==> config.mk <==
export PLATFORM = sky130hd
export DESIGN_NAME = tw_pulse_ser
export DESIGN_NICKNAME = d
export VERILOG_FILES = /design/src/rtl/tw_pulse_ser.sv
export SDC_FILE = /design/constraint.sdc
export NUM_CORES = 1
export LEC_CHECK = 0
export ABC_AREA = 1
export CORE_MARGIN = 2
export CORE_UTILIZATION = 50
export CTS_BUF_LIST = sky130_fd_sc_hd__clkbuf_8
export DETAILED_ROUTE_END_ITERATION = 6
export DONT_BUFFER_PORTS = 1
export PLACE_DENSITY = 0.62
export SYNTH_ARGS = -nofsm -noshare
export SYNTH_HDL_FRONTEND = slang
export SYNTH_SLANG_ARGS = --single-unit
==> constraint.sdc <==
create_clock -name clk -period 3.75 [get_ports clk]
set_input_delay 0.375 -clock clk [delete_from_list [all_inputs] [get_ports clk]]
set_output_delay 0.375 -clock clk [all_outputs]
set_load 0.05 [all_outputs]
==> src/rtl/tw_pulse_ser.sv <==
module tw_pulse_ser #(
  parameter int SLOTS = 8,
  parameter int CNT_W = 8
) (
  input  logic             clk,
  input  logic             rst_n,
  input  logic             in_valid,
  output logic             in_ready,
  input  logic [SLOTS-1:0] in_data,
  input  logic [CNT_W-1:0] cfg_width,
  input  logic [CNT_W-1:0] cfg_period,
  output logic [2:0]       tw_wire
);
  localparam int SLOT_W = (SLOTS > 1) ? $clog2(SLOTS) : 1;
  localparam int TW     = CNT_W + 1;
  localparam logic [SLOT_W-1:0] LAST = SLOT_W'(SLOTS - 1);

  logic              busy;
  logic [SLOT_W-1:0] slot;
  logic [TW-1:0]     cnt;
  logic [TW-1:0]     width_q;
  logic [TW-1:0]     period_q;
  logic [SLOTS-1:0]  word;
  logic [2:0]        state;
  logic [2:0]        wire_q;

  function automatic logic [2:0] step(input logic [2:0] s, input logic b);
    case (s)
      3'b001:  step = b ? 3'b010 : 3'b100;
      3'b010:  step = b ? 3'b001 : 3'b100;
      default: step = b ? 3'b010 : 3'b001;
    endcase
  endfunction

  logic [TW-1:0] w_eff, p_eff;
  assign w_eff = (cfg_width == '0) ? TW'(1) : {1'b0, cfg_width};
  assign p_eff = ({1'b0, cfg_period} > w_eff) ? {1'b0, cfg_period} : w_eff + TW'(1);

  logic slot_end, last_slot, accept;
  logic [SLOT_W-1:0] nxt_slot;
  logic [2:0] first_ns, slot_ns;

  assign slot_end  = busy && (cnt == period_q - TW'(1));
  assign last_slot = (slot == LAST);
  assign in_ready  = !busy || (slot_end && last_slot);
  assign accept    = in_valid && in_ready;
  assign nxt_slot  = last_slot ? '0 : slot + SLOT_W'(1);
  assign first_ns  = step(state, in_data[0]);
  assign slot_ns   = step(state, word[nxt_slot]);
  assign tw_wire   = wire_q;

  always_ff @(posedge clk) begin
    if (!rst_n) begin
      busy     <= 1'b0;
      slot     <= '0;
      cnt      <= '0;
      width_q  <= TW'(1);
      period_q <= TW'(2);
      word     <= '0;
      state    <= 3'b001;
      wire_q   <= 3'b000;
    end else if (accept) begin
      busy     <= 1'b1;
      slot     <= '0;
      cnt      <= '0;
      word     <= in_data;
      width_q  <= w_eff;
      period_q <= p_eff;
      state    <= first_ns;
      wire_q   <= first_ns;
    end else if (slot_end) begin
      cnt <= '0;
      if (last_slot) begin
        busy   <= 1'b0;
        wire_q <= 3'b000;
      end else begin
        slot   <= nxt_slot;
        state  <= slot_ns;
        wire_q <= slot_ns;
      end
    end else if (busy) begin
      cnt <= cnt + TW'(1);
      if (cnt == width_q - TW'(1))
        wire_q <= 3'b000;
    end
  end
endmodule


# Word-level counts from Yosys, hierarchy flattened
# Index checks and enable logic that the tools add are counted.
[totals]
mem_count = 0
mem_bits_ro = 0
latchBits = 0
reg_bits = 45
ram_bits = 0
in_bits = 27
[op_classes]
eq_ne = 6
bitwise = 2
add_sub_neg = 5
n_shift = 0
magnitude_cmp = 2
reduce_logical = 16
div = 0
mul = 0
muxes = 24
[op_table]
columns = ["operator", "count"]
rows = [
  ["3-bit two-way mux", 13],
  ["9-bit == test", 2],
  ["9-bit by 1-bit subtractor with 9-bit output (second input constant)", 2],
  ["3-bit case mux with 2 select lines", 2],
  ["8-bit by 1-bit adder with 9-bit output (second input constant)", 1],
  ["9-bit by 1-bit adder with 9-bit output (second input constant)", 1],
  ["9-bit two-way mux", 1],
  ["8-bit > comparator", 1],
  ["8-bit zero test", 1],
  ["8-bit two-way mux", 1],
  ["2-bit AND reduction", 4],
  ["3-bit nonzero test", 2],
  ["3-bit by 4-bit less-than comparator with 1-bit output (second input constant)", 1],
  ["1-bit two-way mux", 4],
  ["2-bit two-way mux", 2],
  ["2-bit nonzero test", 2],
  ["3-bit by 1-bit adder with 3-bit output (second input constant)", 1],
  ["1-bit binary-select mux with 3-bit select", 1],
  ["3-bit by 1-bit == test with 1-bit output (second input constant)", 1],
  ["3-bit by 2-bit == test with 1-bit output (second input constant)", 1],
  ["3-bit == test (second input constant)", 1],
  ["1-bit logical AND", 3],
  ["3-bit OR reduction", 1],
  ["2-bit by 1-bit inequality test with 1-bit output (second input constant)", 1],
  ["other kinds (4)", 5],
]

# Logic depth before layout (Yosys ltp)
[depth]
depth_word = 9
ltp_mapped = 18
ltp_nobuf = 17

# Least setup slack after synthesis
# Ideal clock, no wire load.
[synth_path]
path_type = "input-to-reg"
start = "in cfg_width[0]"
end = "reg period_q[7]"
path_slack_ps = 1383
cell_stages = 15
t_arrival_ps = 2298
path_buffers = 0
setup_ps = 69
required_time_ps = 3681
path_cell_list = "or2_2 -> nor4_1 -> nor2_1 -> inv_1 -> ha_1 -> inv_1 -> a21oi_1 -> o21ai_0 -> nand2_1 -> o211ai_1 -> nand2_1 -> clkinv_1 -> o21ai_0 -> nand2_2 -> a21oi_2"
[synth_between]
elab_chain_len = 4
word_cells_on_any_way = 5
classes_between = "1 x add/sub; 1 x order compare; 2 x mux; 1 x reduce/logical"
[synth_rtl]
columns = ["element", "line_no", "text"]
rows = [
  ["start: declaration", "10", "input logic [CNT_W-1:0] cfg_width,"],
  ["8-bit zero test", "36", "assign w_eff = (cfg_width == '0) ? TW'(1) : {1'b0, cfg_width};"],
  ["8-bit two-way mux (*)", "36", ""],
  ["via w_eff[0]", "35", "logic [TW-1:0] w_eff, p_eff;"],
  ["8-bit by 1-bit adder with 9-bit output or 8-bit > comparator (tied branches)", "37", "assign p_eff = ({1'b0, cfg_period} > w_eff) ? {1'b0, cfg_period} : w_eff + TW'(1);"],
  ["9-bit two-way mux (*)", "37", ""],
  ["end signal: assignment", "68", "period_q <= p_eff;"],
  ["end: declaration", "22", "logic [TW-1:0] period_q;"],
]
# The timed path passes the listed nets; every way through them passes the cells marked *.
# A chain may end at the register's enable or synchronous reset.

# Worst setup path after layout
[layout_path]
start = "reg period_q[0]"
end = "reg period_q[0]"
[layout_between]
elab_chain_len = 6
[layout_rtl]
columns = ["element", "line_no", "text"]
rows = [
  ["9-bit by 1-bit subtractor with 9-bit output", "43", "assign slot_end = busy && (cnt == period_q - TW'(1));"],
  ["9-bit == test", "43", ""],
  ["1-bit logical AND", "43", ""],
  ["1-bit logical AND", "45", "assign in_ready = !busy || (slot_end && last_slot);"],
  ["1-bit logical OR", "45", ""],
  ["via in_ready", "8", "output logic in_ready,"],
  ["1-bit logical AND", "46", "assign accept = in_valid && in_ready;"],
]
# The timed path passes the listed nets, and every way through them passes these cells.

==> metrics <==
status complete, no violations; Setup Total Neg Slack 0 ns; nets@finish 581; Die ar. 7230 sq um; HPWL after detailed placement 6200 microns; final cell utilization of the core 53.6%; WS Path Type reg2reg; diode count 0; vias in the first global route 3,038; Yosys reg bits 44; CTS resizes 0; Clock transition at path regs 0.09 ns; Synth top area share 26.8%; Syn Area/Cell 6.02 sq um; pins over their slew limit 0; Post-Syn Nets 585; PortBufs 0; Final Setup Violations 0; Yosys top cell by area dfxtp_1; Mapped Cells 545; synth warn 0; worst skew pair latency 0.31 ns; Residual DRC 0; sequential share of the synthesized area 26.8%; Post-Syn Area 3280 sq um; GRT overflow 0; critical path peak fanout 29; Peak VDD IR 0.221 mV; crit start category flip-flop; CTS tree yes; CP Capture Type flip-flop; Fin. Hold Viols 0; Clock Root Buffer clkbuf_8; initial antenna violation count 0; Core Area 6350 sq um; site row count 29; synth unique cells 33; Fmax achieved 371 MHz; Via-to-Cell Ratio 5.21; Worst EP arrival 2.93 ns; Worst-Margin Slew 0.529 ns; gr usage total 22.8%; layout cells sized above 1 8.12%; reg-to-reg startpoint period_q[0]; DIE HEIGHT 85.0 microns; die span in x 85.0 microns; leak pwr 1.67 nW; Antenna Violating Nets Remaining 0; routed len/inst 12.4 microns; FF-to-FF path depth 15; Hold Path Stages 1; area delta synth->final 3.74%; setup repair after global routing missed its margin false; worst stage delay on the critical path 0.38 ns; main area contributors after synthesis dfxtp_1 27%, nand2_1 19%, nor2_1 8.7%, nand3_1 8.5%, inv_1 8.0%; clk buf depth 2; R2R Setup Slk 1.05 ns; commonest non-fill, non-tap cell in the layout nand2_1; worst min-delay path class in2reg; clk_skew 0.00836 ns; power per cell area 351 nW/um^2; TritonRoute pass-1 iters 5; Crit path max-delay family simple AND/OR/NAND/NOR gates; H-Tree Level Count 2; Top Ports 31; most frequent cells in the layout 165 x nand2_1, 76 x nor2_1, 70 x inv_1; pre-CTS WS 1.03 ns; worst hold start rst_n; final worst setup slack 1.05 ns; fillcell total 659; most frequent cell on the critical path nand2_1; pin count of the biggest net entering global routing 30; DR iter-0 viols 234; starting density of the core 51.7%; final clock period utilization by the worst path 71.9%; crit-path cells inv_1, ha_1, nand2_1, inv_1, nor2_1, nand2_1, nor2_4, nand4_1, nor2_2, nand3_2, nand2_4, nand2_2, clkinv_4, nand2_1, a21oi_1; WHS Endpoint period_q[1]; Max Cap Viol 0; CTS Hold Bufs 0; WP data required 3.99 ns; crit path time final 2.70 ns; routability cong. 0.898; Slew HR 64.6%; via count 3,223; post-CTS setup buffers 0; post-route cell area 3400 sq um; global-route wire length before repair 13,600 microns; Area after DPL 3290 sq um; TritonCTS buffer count 5; worst r2r dst period_q[0]; worst hold slack 0.163 ns; Routed Wire Length 7670 microns; Crit-path slowest cell dfxtp_1; crit path buf inv count 3; clock sink count 44
flip-flops by register name, summed over array words and instances, names as in the netlist:
name and flops:
busy 1, slot 3, cnt 9, period_q 9
word 8, tw_wire 3, width_q 8, state 3
metrics by stage:
stage          power (mW)  instances
2_1_floorplan       0.782        545
3_3_place_gp        0.824        611
3_5_place_dp        0.827        611
4_1_cts              1.21        619
5_1_grt              1.28        619
6_report             1.20        619
layer usage:
metal  global-route usage, %  wire length (microns)  vias up
li1                        -                      -     1708
met4                    6.93                    135        0
met1                    30.5                   3740     1443
met5                       0                      0        -
met3                    4.09                    330       10
met2                    37.5                   3460       62
how the worst max path moves through the flow:
stage / startpoint / to / slack (ns) / cells past startpoint
after floorplan: cfg_width[0] / period_q[7] / 1.38 / 15
after global placement: cfg_width[0] / period_q[7] / 1.04 / 15
after detailed placement: cfg_width[0] / period_q[7] / 1.03 / 15
after CTS: period_q[0] / period_q[0] / 1.03 / 15
after global routing: period_q[0] / period_q[0] / 0.75 / 15
final: period_q[0] / period_q[0] / 1.05 / 15
power by group:
| group | total [mW] | switching [mW] | leakage [nW] | internal (mW) |
|---|---|---|---|---|
| combinational | 0.285 | 0.184 | 1.25 | 0.101 |
| clock | 0.380 | 0.179 | 0.0548 | 0.201 |
| sequential | 0.531 | 0.0375 | 0.361 | 0.494 |
| total | 1.20 | 0.401 | 1.67 | 0.795 |
synth_stat cells (all sizes together):
cell	instances
a21oi	22
buf	6
o211ai	3
xor2	8
nor3	4
clkinv	2
nor2	83
xnor2	3
nand3	61
nand2	178
ha	13
nand3b	2
and2	1
dfxtp	44
clkbuf	5
nand2b	1
or2	2
inv	73
o21ai	24
nor4	1
o2111ai	1
o22ai	1
nand4	7
layout make-up:
| type | count | area (sq um) | area share (%) |
|---|---|---|---|
| clock buffer | 5 | 68.8 | 2.02 |
| clock inverter | 3 | 46.3 | 1.36 |
| inverter | 75 | 287 | 8.42 |
| multi-input combinational | 415 | 2030 | 59.5 |
| sequential | 44 | 881 | 25.9 |
| tap | 77 | 96.3 | 2.83 |
cells by family after synthesis:
| logic type | after synthesis | share of synthesized area (%) |
|---|---|---|
| AND/OR/NAND/NOR | 340 | 45.1 |
| buffers and inverters | 86 | 11.4 |
| AO/OA/AOI/OAI | 51 | 8.73 |
| flip-flops | 44 | 26.8 |
| adder cells (fa/ha/maj) | 13 | 4.96 |
| XOR/XNOR | 11 | 2.94 |
worst reg2reg max path: stages, from the launching register on:
cell      delay [ns]
dfxtp_1         0.38
inv_1           0.09
ha_1            0.31
nand2_1         0.07
inv_1           0.04
nor2_1          0.11
nand2_1         0.10
nor2_4          0.12
nand4_1         0.09
nor2_2          0.13
nand3_2         0.09
nand2_4         0.20
nand2_2         0.36
clkinv_4        0.31
nand2_1         0.10
a21oi_1         0.12
No activity file was read; power rests on OpenSTA's default activity.
